==> config.mk <==
export PLATFORM = sky130hd
export DESIGN_NAME = dsa_src_seq
export DESIGN_NICKNAME = d
export VERILOG_FILES = /design/src/rtl/dsa_pkg.sv /design/src/rtl/dsa_split_plan.sv /design/src/rtl/dsa_next_addr.sv /design/src/rtl/dsa_src_seq.sv
export SDC_FILE = /design/constraint.sdc
export NUM_CORES = 1
export LEC_CHECK = 0
export BUFFER_PORTS_ARGS = -buffer_cell sky130_fd_sc_hd__buf_2
export CAP_MARGIN = 20
export CORE_MARGIN = 2
export CORE_UTILIZATION = 55
export CTS_CLUSTER_SIZE = 16
export DETAILED_ROUTE_END_ITERATION = 8
export PLACE_DENSITY = 0.78
export SLEW_MARGIN = 20
export SYNTH_ARGS = -nofsm -noshare
export SYNTH_HDL_FRONTEND = slang
export SYNTH_HIERARCHICAL = 1
export SYNTH_SLANG_ARGS = --single-unit
==> constraint.sdc <==
create_clock -name clk -period 7.65 [get_ports clk]
set_clock_uncertainty 0.2 [all_clocks]
set_input_delay 1.9125 -clock clk [delete_from_list [all_inputs] [get_ports clk]]
set_output_delay 1.9125 -clock clk [all_outputs]
set_load 0.03 [all_outputs]
==> src/rtl/dsa_pkg.sv <==
package dsa_pkg;

  typedef enum logic [1:0] {
    MODE_HOLD = 2'b00,
    MODE_OFFS = 2'b01,
    MODE_UP   = 2'b10,
    MODE_DOWN = 2'b11
  } amode_e;

  typedef enum logic [1:0] {
    SZ_BYTE = 2'b00,
    SZ_WORD = 2'b01,
    SZ_LONG = 2'b10,
    SZ_RSVD = 2'b11
  } asize_e;

  // bytes moved by one access of the given size code (reserved -> 1)
  function automatic logic [2:0] size_bytes(input logic [1:0] s);
    case (s)
      SZ_WORD: size_bytes = 3'd2;
      SZ_LONG: size_bytes = 3'd4;
      default: size_bytes = 3'd1;
    endcase
  endfunction

endpackage

==> src/rtl/dsa_split_plan.sv <==
// Decides the width of sub-access number idx of a datum whose start address
// has the given low bits, and whether that sub-access is the final one.
module dsa_split_plan
  import dsa_pkg::*;
#(
  parameter int IDX_W = 2
) (
  input  logic [1:0]       size,
  input  logic [1:0]       lo,
  input  logic [IDX_W-1:0] idx,
  output logic [1:0]       sub_size,
  output logic [2:0]       sub_bytes,
  output logic             last
);

  always_comb begin
    sub_size = SZ_BYTE;
    last     = 1'b1;
    case (size)
      SZ_WORD: begin
        if (lo[0]) begin
          sub_size = SZ_BYTE;
          last     = (idx == IDX_W'(1));
        end else begin
          sub_size = SZ_WORD;
        end
      end
      SZ_LONG: begin
        case (lo)
          2'b00: sub_size = SZ_LONG;
          2'b10: begin
            sub_size = SZ_WORD;
            last     = (idx == IDX_W'(1));
          end
          default: begin
            sub_size = (idx == IDX_W'(1)) ? SZ_WORD : SZ_BYTE;
            last     = (idx == IDX_W'(2));
          end
        endcase
      end
      default: begin
        sub_size = SZ_BYTE;
        last     = 1'b1;
      end
    endcase
  end

  assign sub_bytes = size_bytes(sub_size);

endmodule

==> src/rtl/dsa_next_addr.sv <==
// Next datum start address, derived from the current datum start address.
module dsa_next_addr
  import dsa_pkg::*;
#(
  parameter int ADDR_W = 32
) (
  input  logic [ADDR_W-1:0] start,
  input  logic [1:0]        mode,
  input  logic [1:0]        size,
  input  logic [ADDR_W-1:0] offset,
  output logic [ADDR_W-1:0] next
);

  localparam int PAD_W = ADDR_W - 3;

  logic [ADDR_W-1:0] step;
  assign step = {{PAD_W{1'b0}}, size_bytes(size)};

  always_comb begin
    case (mode)
      MODE_OFFS: next = start + offset;
      MODE_UP:   next = start + step;
      MODE_DOWN: next = start - step;
      default:   next = start;
    endcase
  end

endmodule

==> src/rtl/dsa_src_seq.sv <==
module dsa_src_seq
  import dsa_pkg::*;
#(
  parameter int ADDR_W = 32
) (
  input  logic              clk,
  input  logic              rst,
  input  logic [1:0]        cfg_mode,
  input  logic [1:0]        cfg_size,
  input  logic [ADDR_W-1:0] cfg_offset,
  input  logic              ld_en,
  input  logic [ADDR_W-1:0] ld_addr,
  input  logic              acc_done,
  output logic [ADDR_W-1:0] rd_addr,
  output logic [1:0]        rd_size,
  output logic              datum_done
);

  localparam int IDX_W = 2;   // up to three sub-accesses per datum
  localparam int PAD_W = ADDR_W - 3;

  logic [ADDR_W-1:0] cur_q, start_q, nxt;
  logic [IDX_W-1:0]  idx_q;
  logic [1:0]        sub_size;
  logic [2:0]        sub_bytes;
  logic              last;

  dsa_split_plan #(.IDX_W(IDX_W)) u_plan (
    .size     (cfg_size),
    .lo       (start_q[1:0]),
    .idx      (idx_q),
    .sub_size (sub_size),
    .sub_bytes(sub_bytes),
    .last     (last)
  );

  dsa_next_addr #(.ADDR_W(ADDR_W)) u_next (
    .start (start_q),
    .mode  (cfg_mode),
    .size  (cfg_size),
    .offset(cfg_offset),
    .next  (nxt)
  );

  always_ff @(posedge clk) begin
    if (rst) begin
      cur_q   <= '0;
      start_q <= '0;
      idx_q   <= '0;
    end else if (ld_en) begin
      cur_q   <= ld_addr;
      start_q <= ld_addr;
      idx_q   <= '0;
    end else if (acc_done) begin
      if (last) begin
        cur_q   <= nxt;
        start_q <= nxt;
        idx_q   <= '0;
      end else begin
        cur_q   <= cur_q + {{PAD_W{1'b0}}, sub_bytes};
        idx_q   <= idx_q + IDX_W'(1);
      end
    end
  end

  assign rd_addr    = cur_q;
  assign rd_size    = sub_size;
  assign datum_done = acc_done & last & ~ld_en;

  // a load takes effect on the next cycle and restarts the datum
  a_r2_load_takes: assert property (@(posedge clk) disable iff (rst)
    ld_en |=> (rd_addr == $past(ld_addr) && idx_q == '0));

  // completion only reported on an acknowledge
  a_r12_done_needs_ack: assert property (@(posedge clk) disable iff (rst)
    datum_done |-> acc_done);

  // reserved code never reaches the bus
  a_r3_size_legal: assert property (@(posedge clk) disable iff (rst)
    rd_size != SZ_RSVD);

  // every word and longword access is naturally aligned
  a_r10_word_even: assert property (@(posedge clk) disable iff (rst)
    (rd_size == SZ_WORD) |-> (rd_addr[0] == 1'b0));
  a_r10_long_align: assert property (@(posedge clk) disable iff (rst)
    (rd_size == SZ_LONG) |-> (rd_addr[1:0] == 2'b00));

  // inside a datum the address advances by the width just read
  a_r8_sub_advance: assert property (@(posedge clk) disable iff (rst)
    (acc_done && !ld_en && !datum_done) |=>
      (rd_addr == $past(rd_addr) + {{PAD_W{1'b0}}, size_bytes($past(rd_size))}));

  // at most three sub-accesses per datum
  a_r10_idx_bound: assert property (@(posedge clk) disable iff (rst)
    idx_q <= IDX_W'(2));

endmodule

==> flow_summary.json, run 1 <==
{
  "final_util_pct": 63.3,
  "cp-end-kind": "register",
  "timing.rr.start": "start_q[0]$_SDFFE_PP0P_",
  "holdPathEnd": "start_q[28]$_SDFFE_PP0P_",
  "yosysSeqAreaShare_pct": 19.9,
  "die_h_um": 114,
  "min_path_type": "reg2reg",
  "comb_power_share_pct": 38.0,
  "area_delta_synth_final_pct": 13.3,
  "r2r_end": "rd_addr[24]$_SDFFE_PP0P_",
  "required_ps": 7700,
  "path_cells": "buf_2 > or4_1 > or4_4 > or3_4 > nor3_4 > nand2_2 > nor4_4 > xnor2_1 > a21oi_1 > ha_1 > a21o_1 > a211oi_1 > o21ai_0 > a31o_1 > a31oi_1 > mux2i_1 > a22oi_1 > xnor2_1 > o22ai_1 > o21ai_0 > nand2b_1 > a311oi_1",
  "rrSetupSlack_ps": 3300,
  "synthMuxAreaShare_pct": 1.70,
  "overflow": 0,
  "yosysMostFrequentCell": "a21oi_1",
  "avgSynthCellArea_um2": 6.97,
  "yosys.cell_types.count": 72,
  "crit_family": "simple AND/OR/NAND/NOR gates",
  "synthAdderAreaFrac_pct": 8.35,
  "clk_latency_ps": 340,
  "fmax_ghz": 0.146,
  "gp_congestion": 0.957,
  "cts_tree": "built",
  "hold-path-cell-count": 2,
  "crit_path_top_delay_cell": "or4_1",
  "min_from": "start_q[28]$_SDFFE_PP0P_",
  "crit_buf_inv": 1,
  "crit_path_start_kind": "input pin",
  "ctsHoldBuffers": 0,
  "yosys.area_share.simple_pct": 25.2,
  "slew-limit-headroom_pct": 37.1,
  "worst_slack_ps": 813,
  "critPathArrivalTime_ps": 6880,
  "synth_area_um2": 6630,
  "dp_slack_ps": 469,
  "grt_usage_pct": 28.8,
  "report.final.setup_viol": 0,
  "critPathMaxFanout": 6,
  "drive_gt1_share_pct": 14.4,
  "drc": 0,
  "core.rowCount": 40,
  "pwr-share-clk_pct": 32.1,
  "cts_htree_levels": 3,
  "finalNetCount": 1139,
  "grt_pass1_vias": 6104,
  "drt-initial-drc-count": 810,
  "dieWidth_um": 114,
  "setup.worst_path.class": "in2reg",
  "ant_nets": 0,
  "synth_common_cells": "a21oi_1 (129), nand2_1 (111), nor2_1 (73)",
  "n_antenna_cell": 0,
  "grt_pass1_wl_um": 30300,
  "yosys-top-cells-area": "dfxtp_1 (20%), a21oi_1 (9.7%), ha_1 (7.7%), xnor2_1 (7.7%), nand2_1 (6.3%)",
  "dpl.hpwl_um": 14100,
  "async_reset_ff_share_pct": 0,
  "yosysTopAreaCellShare_pct": 19.9,
  "cts-root-buf": "clkbuf_16",
  "synth_seq_cells": 66,
  "avgRoutedWirePerCell_um": 16.0,
  "core_um2": 11900,
  "vias_per_cell": 6.01,
  "ios": 107,
  "firstDrtPassIters": 5,
  "rsz0062_at_grt": "no",
  "cts-resized-gates": 0,
  "vias": 7062,
  "synth_compound_area_share_pct": 28.2,
  "slew_violations": 0,
  "cp_num_cells": 22,
  "port_buffers": 106,
  "clkTransAtPathRegs_ps": 60,
  "antenna_found_initial": 0,
  "clock_path_buffers": 2,
  "leakage_nw": 3.18,
  "tns_ps": 0,
  "synth_top_family_by_area": "compound AO/OA/AOI/OAI gates",
  "max_cap_viol_count": 0,
  "cts_setup_buffers": 0,
  "synth_ff_type": "dfxtp_1",
  "holdWs_ps": 290,
  "cts_sinks": 66,
  "p_seq_share_pct": 29.9,
  "syn_nets": 1066,
  "intPower_w": 0.000884,
  "synth_xor_area_share_pct": 10.0,
  "reg2reg_depth": 17,
  "totalWireLength_um": 18800,
  "numCtsBuffers": 9,
  "slowest_delay_ps": 600,
  "worst_pin_slew_ps": 944,
  "syn_inst": 951,
  "finalCritPeriodShare_pct": 89.4,
  "start_util_pct": 55.9,
  "powerDensity_nw_per_um2": 186,
  "synth_warnings": 6,
  "power_w": 0.00140,
  "swShare_pct": 36.8,
  "layout_min_cycle_time_ps": 6840,
  "yosysTopAreaCell": "dfxtp_1",
  "p_sw_w": 0.000514,
  "status": "finished, final reports clean",
  "grt_max_degree": 74,
  "ir_drop_v": 0.000183,
  "fp.dieArea_um2": 12900,
  "synth_edf_count": 0,
  "finalHoldViolCount": 0
}
[power groups by stage]
stage	Combinational [W]	Clock (W)	Sequential, W
floorplan	0.000361	0	0.000443
global placement	0.000514	0	0.000423
detailed placement	0.000518	0	0.000423
CTS	0.000523	0.000448	0.000417
global route	0.000589	0.000464	0.000422
finish	0.000531	0.000448	0.000419
[through the flow]
stage                     cells  cell area (µm²)
after floorplan             951             6630
after global placement     1160             7190
after detailed placement   1160             7190
after CTS                  1175             7510
after global routing       1175             7510
final                      1175             7510
[registers in the layout, summed over array words and instances, names as in the netlist]
signal,count
rd_addr,32
start_q,32
idx_q,2
[logic make-up after synthesis]
group / count (synthesis)
compound gates: 316
xor+xnor: 76
fa+ha+maj: 43
buf+inv: 111
flops: 66
mux: 11
simple gates: 328
[layer usage]
metal | vias to the layer above | track usage [%] | wire, µm
met5 | - | 0 | 0
met2 | 330 | 41.1 | 7740
met1 | 3164 | 46.2 | 9220
met4 | 0 | 5.85 | 196
li1 | 3546 | - | -
met3 | 22 | 3.13 | 1690
[worst max-delay path by stage]
stage | start | to
after floorplan | cfg_offset[8] | rd_addr[31]$_SDFFE_PP0P_
after global placement | cfg_offset[2] | rd_addr[31]$_SDFFE_PP0P_
after detailed placement | cfg_offset[2] | rd_addr[31]$_SDFFE_PP0P_
after CTS | cfg_offset[2] | rd_addr[31]$_SDFFE_PP0P_
after global routing | cfg_offset[2] | rd_addr[31]$_SDFFE_PP0P_
final | cfg_offset[2] | rd_addr[31]$_SDFFE_PP0P_
[final cells by class]
| class | instances | area [µm²] |
|---|---|---|
| Inverter | 60 | 225 |
| Clock inverter | 2 | 60.1 |
| Clock buffer | 13 | 260 |
| Sequential cell | 66 | 1320 |
| Timing Repair Buffer | 113 | 583 |
| Tap cell | 147 | 184 |
| Fill cell | 1079 | 4350 |
| Multi-Input combinational cell | 774 | 4870 |
[worst register-to-register path: stages, from the launching register on]
cell and delay (ps):
dfxtp_1 380, inv_1 90, ha_1 150, inv_1 50, fa_1 420, a211oi_1 440, o21ai_1 180, a221oi_1 530
a21oi_1 290, o41ai_1 380, buf_4 200, o21bai_1 80, xnor2_1 170, a21oi_1 90, a21oi_1 260, o21ai_0 130
nand2_1 90, o21ai_0 80
[cells in the final DEF, fill, tap and decap left out, types with 10 or more instances in the layout]
| cell | Yosys | layout |
|---|---|---|
| a211oi_1 | 20 | 20 |
| a21boi_0 | 20 | 20 |
| a21o_1 | 11 | 11 |
| a21oi_1 | 129 | 129 |
| a31oi_1 | 12 | 12 |
| and3_1 | 10 | 10 |
| buf_2 | 5 | 106 |
| dfxtp_1 | 66 | 66 |
| ha_1 | 41 | 41 |
| inv_1 | 59 | 59 |
| nand2_1 | 111 | 111 |
| nand2b_1 | 14 | 14 |
| nand3_1 | 18 | 18 |
| nand4_1 | 12 | 12 |
| nor2_1 | 73 | 73 |
| nor3_1 | 22 | 22 |
| nor4_1 | 18 | 18 |
| o21ai_0 | 64 | 64 |
| o21ai_1 | 14 | 14 |
| o21bai_1 | 10 | 10 |
| xnor2_1 | 58 | 58 |
| xor2_1 | 18 | 18 |
(Power assumes the default switching activity.)
==> run 2, diff against run 1 <==
--- a/config.mk
+++ b/config.mk
@@ -6,7 +6,7 @@
 export NUM_CORES = 1
 export LEC_CHECK = 0
 export BUFFER_PORTS_ARGS = -buffer_cell sky130_fd_sc_hd__buf_2
-export CAP_MARGIN = 20
+export CAP_MARGIN = 10
 export CORE_MARGIN = 2
 export CORE_UTILIZATION = 55
 export CTS_CLUSTER_SIZE = 16
@@ -15,5 +15,4 @@
 export SLEW_MARGIN = 20
 export SYNTH_ARGS = -nofsm -noshare
 export SYNTH_HDL_FRONTEND = slang
-export SYNTH_HIERARCHICAL = 1
 export SYNTH_SLANG_ARGS = --single-unit
==> flow_summary.json, run 2 <==
{
  "status": "finished, final reports clean",
  "yosysSeqAreaShare_pct": 20.3,
  "port_buffers": 106,
  "yosys.cell_types.count": 68,
  "ctsHoldBuffers": 0,
  "n_antenna_cell": 0,
  "drive_gt1_share_pct": 14.4,
  "vias": 7243,
  "rsz0062_at_grt": "no",
  "synth_common_cells": "a21oi_1 (134), nand2_1 (117), nor2_1 (97)",
  "fp.dieArea_um2": 12700,
  "totalWireLength_um": 20400,
  "leakage_nw": 3.17,
  "grt_pass1_wl_um": 32600,
  "crit_family": "simple AND/OR/NAND/NOR gates",
  "required_ps": 7700,
  "cts_setup_buffers": 0,
  "core.rowCount": 39,
  "max_cap_viol_count": 0,
  "r2r_end": "start_q[30]$_SDFFE_PP0P_",
  "cts-resized-gates": 0,
  "setup.worst_path.class": "in2reg",
  "yosys-top-cells-area": "dfxtp_1 (20%), a21oi_1 (10%), ha_1 (7.9%), nand2_1 (6.7%), nor2_1 (5.6%)",
  "synth_seq_cells": 66,
  "grt_max_degree": 74,
  "gp_congestion": 0.950,
  "start_util_pct": 56.8,
  "synth_ff_type": "dfxtp_1",
  "reg2reg_depth": 14,
  "path_cells": "buf_2 > or3_4 > or4_4 > or3_1 > nor3_1 > nand2_1 > xor2_1 > a21oi_1 > ha_1 > a21oi_1 > a21oi_1 > or3_1 > o311a_1 > o21ai_1 > mux2_2 > a211oi_1 > o21ba_1 > a21oi_1",
  "antenna_found_initial": 0,
  "slew_violations": 0,
  "cts-root-buf": "clkbuf_16",
  "final_common_cell": "a21oi_1",
  "slew-limit-headroom_pct": 28.3,
  "grt_pass1_vias": 6366,
  "syn_nets": 1057,
  "crit_buf_inv": 1,
  "yosysMostFrequentCell": "a21oi_1",
  "cts_htree_levels": 3,
  "yosysTopAreaCellShare_pct": 20.3,
  "layout_min_cycle_time_ps": 6690,
  "report.final.setup_viol": 0,
  "core_um2": 11500,
  "powerDensity_nw_per_um2": 200,
  "seq_area_um2": 1320,
  "dp_slack_ps": 707,
  "cpMostUsedCell": "a21oi_1",
  "worst_slack_ps": 962,
  "synth_edf_count": 0,
  "area_delta_synth_final_pct": 13.7,
  "synth_area_um2": 6510,
  "drt-initial-drc-count": 834,
  "vias_per_cell": 6.24,
  "avgSynthCellArea_um2": 6.91,
  "avgRoutedWirePerCell_um": 17.5,
  "rrSetupSlack_ps": 3550,
  "holdPathEnd": "start_q[8]$_SDFFE_PP0P_",
  "drc": 0,
  "min_from": "start_q[8]$_SDFFE_PP0P_",
  "ant_nets": 0,
  "cts_sinks": 66,
  "syn_inst": 942,
  "ios": 107,
  "clock_path_buffers": 2,
  "synth_warnings": 0,
  "final_cell_mix": "a21oi_1 (134), nand2_1 (117), buf_2 (106)",
  "finalNetCount": 1128,
  "timing.rr.start": "start_q[0]$_SDFFE_PP0P_",
  "grt_usage_pct": 31.3,
  "clkTransAtPathRegs_ps": 60,
  "fmax_ghz": 0.150,
  "overflow": 0,
  "yosysTopAreaCell": "dfxtp_1",
  "tns_ps": 0,
  "finalHoldViolCount": 0,
  "multiInputGateArea_um2": 4890,
  "worst_pin_slew_ps": 1070,
  "slowest_delay_ps": 460,
  "cp-end-kind": "register",
  "numCtsBuffers": 9,
  "fillers": 1070,
  "finalCritPeriodShare_pct": 87.4,
  "final_util_pct": 64.6,
  "dieWidth_um": 113,
  "critPathMaxFanout": 6,
  "async_reset_ff_share_pct": 0,
  "min_path_type": "reg2reg",
  "die_h_um": 113,
  "crit_path_start_kind": "input pin",
  "critPathArrivalTime_ps": 6740,
  "firstDrtPassIters": 8,
  "ir_drop_v": 0.000133,
  "clk_latency_ps": 330,
  "cts_tree": "built",
  "dpl.hpwl_um": 15100,
  "hold-path-cell-count": 2,
  "crit_path_top_delay_cell": "nor3_1"
}
run 2: kinds of logic after synthesis:
| group | synth area share [%] |
|---|---|
| fa+ha+maj | 8.49 |
| compound gates | 32.2 |
| flops | 20.3 |
| mux | 0.634 |
| buf+inv | 4.96 |
| xor+xnor | 9.15 |
| simple gates | 24.2 |
run 2: worst max path at each step:
stage	startpoint	endpoint	slack, ps	cells after the start
final	cfg_offset[12]	rd_addr[31]$_SDFFE_PP0P_	960	18
after global routing	cfg_offset[12]	rd_addr[31]$_SDFFE_PP0P_	660	18
after global placement	cfg_offset[12]	rd_addr[31]$_SDFFE_PP0P_	810	18
after floorplan	cfg_offset[12]	rd_addr[31]$_SDFFE_PP0P_	1190	19
after detailed placement	cfg_offset[12]	rd_addr[31]$_SDFFE_PP0P_	710	18
after CTS	cfg_offset[12]	rd_addr[31]$_SDFFE_PP0P_	1040	18
run 2: through the flow:
step                area (µm²)  total power (W)  hold WS, ps  std cells
finish                    7410          0.00148          286       1161
global route              7410          0.00156          308       1161
CTS                       7410          0.00146          284       1161
detailed placement        7100          0.00104          281       1145
global placement          7100          0.00103          263       1145
floorplan                 6510         0.000869          249        942
run 2: layout make-up:
cell class	count	share of cell area [%]
Multi-Input combinational cell	790	66.0
Inverter	31	1.57
Clock buffer	10	3.23
Sequential cell	66	17.8
Tap cell	143	2.42
Timing Repair Buffer	115	8.07
Clock inverter	6	0.878
run 2: tightest hold or removal path, stage by stage (launching register included):
cell and delay (ps):
dfxtp_1 330, nand2_1 60, a21oi_1 50
run 2: metal layers:
metal  track usage [%]  share of wire, %  vias up
li1                  -                 -     3575
met1              48.3                47     3225
met2              44.9                40      407
met3              5.09                11       36
met4              8.21               2.3        0
met5                 0                 0        -
run 2: report_power, final:
group / switching, W / total [W] / internal (W)
combinational: 0.000391 / 0.000626 / 0.000235
sequential: 0.0000491 / 0.000430 / 0.000381
clock: 0.000161 / 0.000423 / 0.000262
==> run 3, diff against run 2 <==
--- a/config.mk
+++ b/config.mk
@@ -8,10 +8,10 @@
 export BUFFER_PORTS_ARGS = -buffer_cell sky130_fd_sc_hd__buf_2
 export CAP_MARGIN = 10
 export CORE_MARGIN = 2
-export CORE_UTILIZATION = 55
+export CORE_UTILIZATION = 46
 export CTS_CLUSTER_SIZE = 16
 export DETAILED_ROUTE_END_ITERATION = 8
-export PLACE_DENSITY = 0.78
+export PLACE_DENSITY = 0.67
 export SLEW_MARGIN = 20
 export SYNTH_ARGS = -nofsm -noshare
 export SYNTH_HDL_FRONTEND = slang
==> flow_summary.json, run 3 (synthesis results as in run 2) <==
{
  "seq_area_um2": 1320,
  "port_buffers": 106,
  "grt_usage_pct": 28.3,
  "final_common_cell": "a21oi_1",
  "grt_max_degree": 76,
  "n_antenna_cell": 0,
  "met2_length_um": 8290,
  "overflow": 0,
  "critPathMaxFanout": 6,
  "grt_pass1_wl_um": 33500,
  "drt-met1-wl_um": 10700,
  "crit_family": "simple AND/OR/NAND/NOR gates",
  "vias": 7149,
  "drc": 0,
  "holdWs_ps": 280,
  "core.rowCount": 43,
  "leakage_nw": 3.17,
  "min_path_type": "reg2reg",
  "cts-root-buf": "clkbuf_16",
  "fmax_ghz": 0.151,
  "ctsHoldBuffers": 0,
  "core_um2": 13900,
  "grt_pass1_vias": 6212,
  "routed-wl-met3_um": 1900,
  "status": "finished, final reports clean",
  "clock_path_buffers": 2,
  "clk_latency_ps": 340,
  "tns_ps": 0,
  "finalHoldViolCount": 0,
  "ir_drop_v": 0.000145,
  "cts-resized-gates": 0,
  "required_ps": 7720,
  "critPathArrivalTime_ps": 6700,
  "max_cap_viol_count": 0,
  "dpl.hpwl_um": 15800,
  "drive_gt1_share_pct": 14.4,
  "start_util_pct": 46.9,
  "firstDrtPassIters": 6,
  "ios": 107,
  "powerDensity_nw_per_um2": 197,
  "die_h_um": 123,
  "slowest_delay_ps": 440,
  "cpMostUsedCell": "a21oi_1",
  "setup.worst_path.class": "in2reg",
  "report.final.setup_viol": 0,
  "multiInputGateArea_um2": 4890,
  "cts_setup_buffers": 0,
  "worst_pin_slew_ps": 785,
  "rsz0062_at_grt": "no",
  "numCtsBuffers": 9,
  "cts_sinks": 66,
  "clkTransAtPathRegs_ps": 60,
  "totalWireLength_um": 21200,
  "dr.max_layer_used": "met4",
  "antenna_found_initial": 0,
  "slew-limit-headroom_pct": 47.6,
  "fillers": 1418,
  "cp-end-kind": "register",
  "cts_htree_levels": 3,
  "finalCritPeriodShare_pct": 86.7,
  "final_cell_mix": "a21oi_1 (134), nand2_1 (117), buf_2 (106)",
  "slew_violations": 0,
  "path_cells": "buf_2 > or3_4 > or4_4 > or3_1 > nor3_1 > nand2_1 > xor2_1 > a21oi_1 > ha_1 > a21oi_1 > a21oi_1 > or3_1 > o311a_1 > o21ai_1 > mux2_2 > a211oi_1 > o21ba_1 > a21oi_1",
  "vias_per_cell": 5.96,
  "crit_path_start_kind": "input pin",
  "ant_nets": 0,
  "dieWidth_um": 123,
  "drt-initial-drc-count": 755,
  "crit_buf_inv": 1,
  "cts_tree": "built",
  "fp.dieArea_um2": 15100,
  "gp_congestion": 0.955,
  "avgRoutedWirePerCell_um": 17.7,
  "area_delta_synth_final_pct": 14.5,
  "crit_path_top_delay_cell": "or4_4",
  "finalNetCount": 1131,
  "layout_min_cycle_time_ps": 6630
}
## run 3: where the power goes
part	internal, W	total (W)	leakage [nW]	switching (W)
Sequential	0.000381	0.000430	0.547	0.0000496
Combinational	0.000236	0.000626	2.48	0.000390
Clock	0.000258	0.000413	0.142	0.000155
Total	0.000875	0.00147	3.17	0.000595
## run 3: worst paths after layout
path                         endpoint  depth (start not counted)                     from  slack [ps]
max reg2reg  start_q[30]$_SDFFE_PP0P_                         14  start_q[0]$_SDFFE_PP0P_        3580
min reg2reg   start_q[8]$_SDFFE_PP0P_                          2  start_q[8]$_SDFFE_PP0P_         280
max          rd_addr[31]$_SDFFE_PP0P_                         18           cfg_offset[12]        1020
min           start_q[8]$_SDFFE_PP0P_                          2  start_q[8]$_SDFFE_PP0P_         280
## run 3: layout make-up
| cell class | instances | share of cell area (%) |
|---|---|---|
| multi-input cells | 790 | 65.5 |
| flip-flops and latches | 66 | 17.7 |
| repair buffers | 118 | 8.32 |
| clock buffers | 12 | 3.30 |
| well taps | 180 | 3.02 |
| inverters | 31 | 1.56 |
| clock inverters | 3 | 0.537 |
## run 3: layer usage
| metal | vias to the layer above | GRT usage [%] |
|---|---|---|
| met1 | 3202 | 45.1 |
| li1 | 3585 | - |
| met3 | 24 | 4.61 |
| met4 | 0 | 6.46 |
| met2 | 338 | 38.9 |
| met5 | - | 0 |
## run 3: worst reg2reg max path: cells and delay by family, from the launching register on
family,cells,cell delay [ps]
AO/OA/AOI/OAI,8,2190
adder cells (fa/ha/maj),2,570
buffers and inverters,2,170
flip-flops,1,390
AND/OR/NAND/NOR,2,430
## run 3: through the flow
stage                     instances  power [W]  setup WS [ps]  utilization (%)  instance area [µm²]
after floorplan                 942   0.000869           1190                -                 6510
after global placement         1185    0.00105            776             51.7                 7170
after detailed placement       1185    0.00105            677             51.7                 7170
after CTS                      1200    0.00146           1010             53.7                 7460
after global routing           1200    0.00155            629             53.7                 7460
final                          1200    0.00147           1020             53.7                 7460
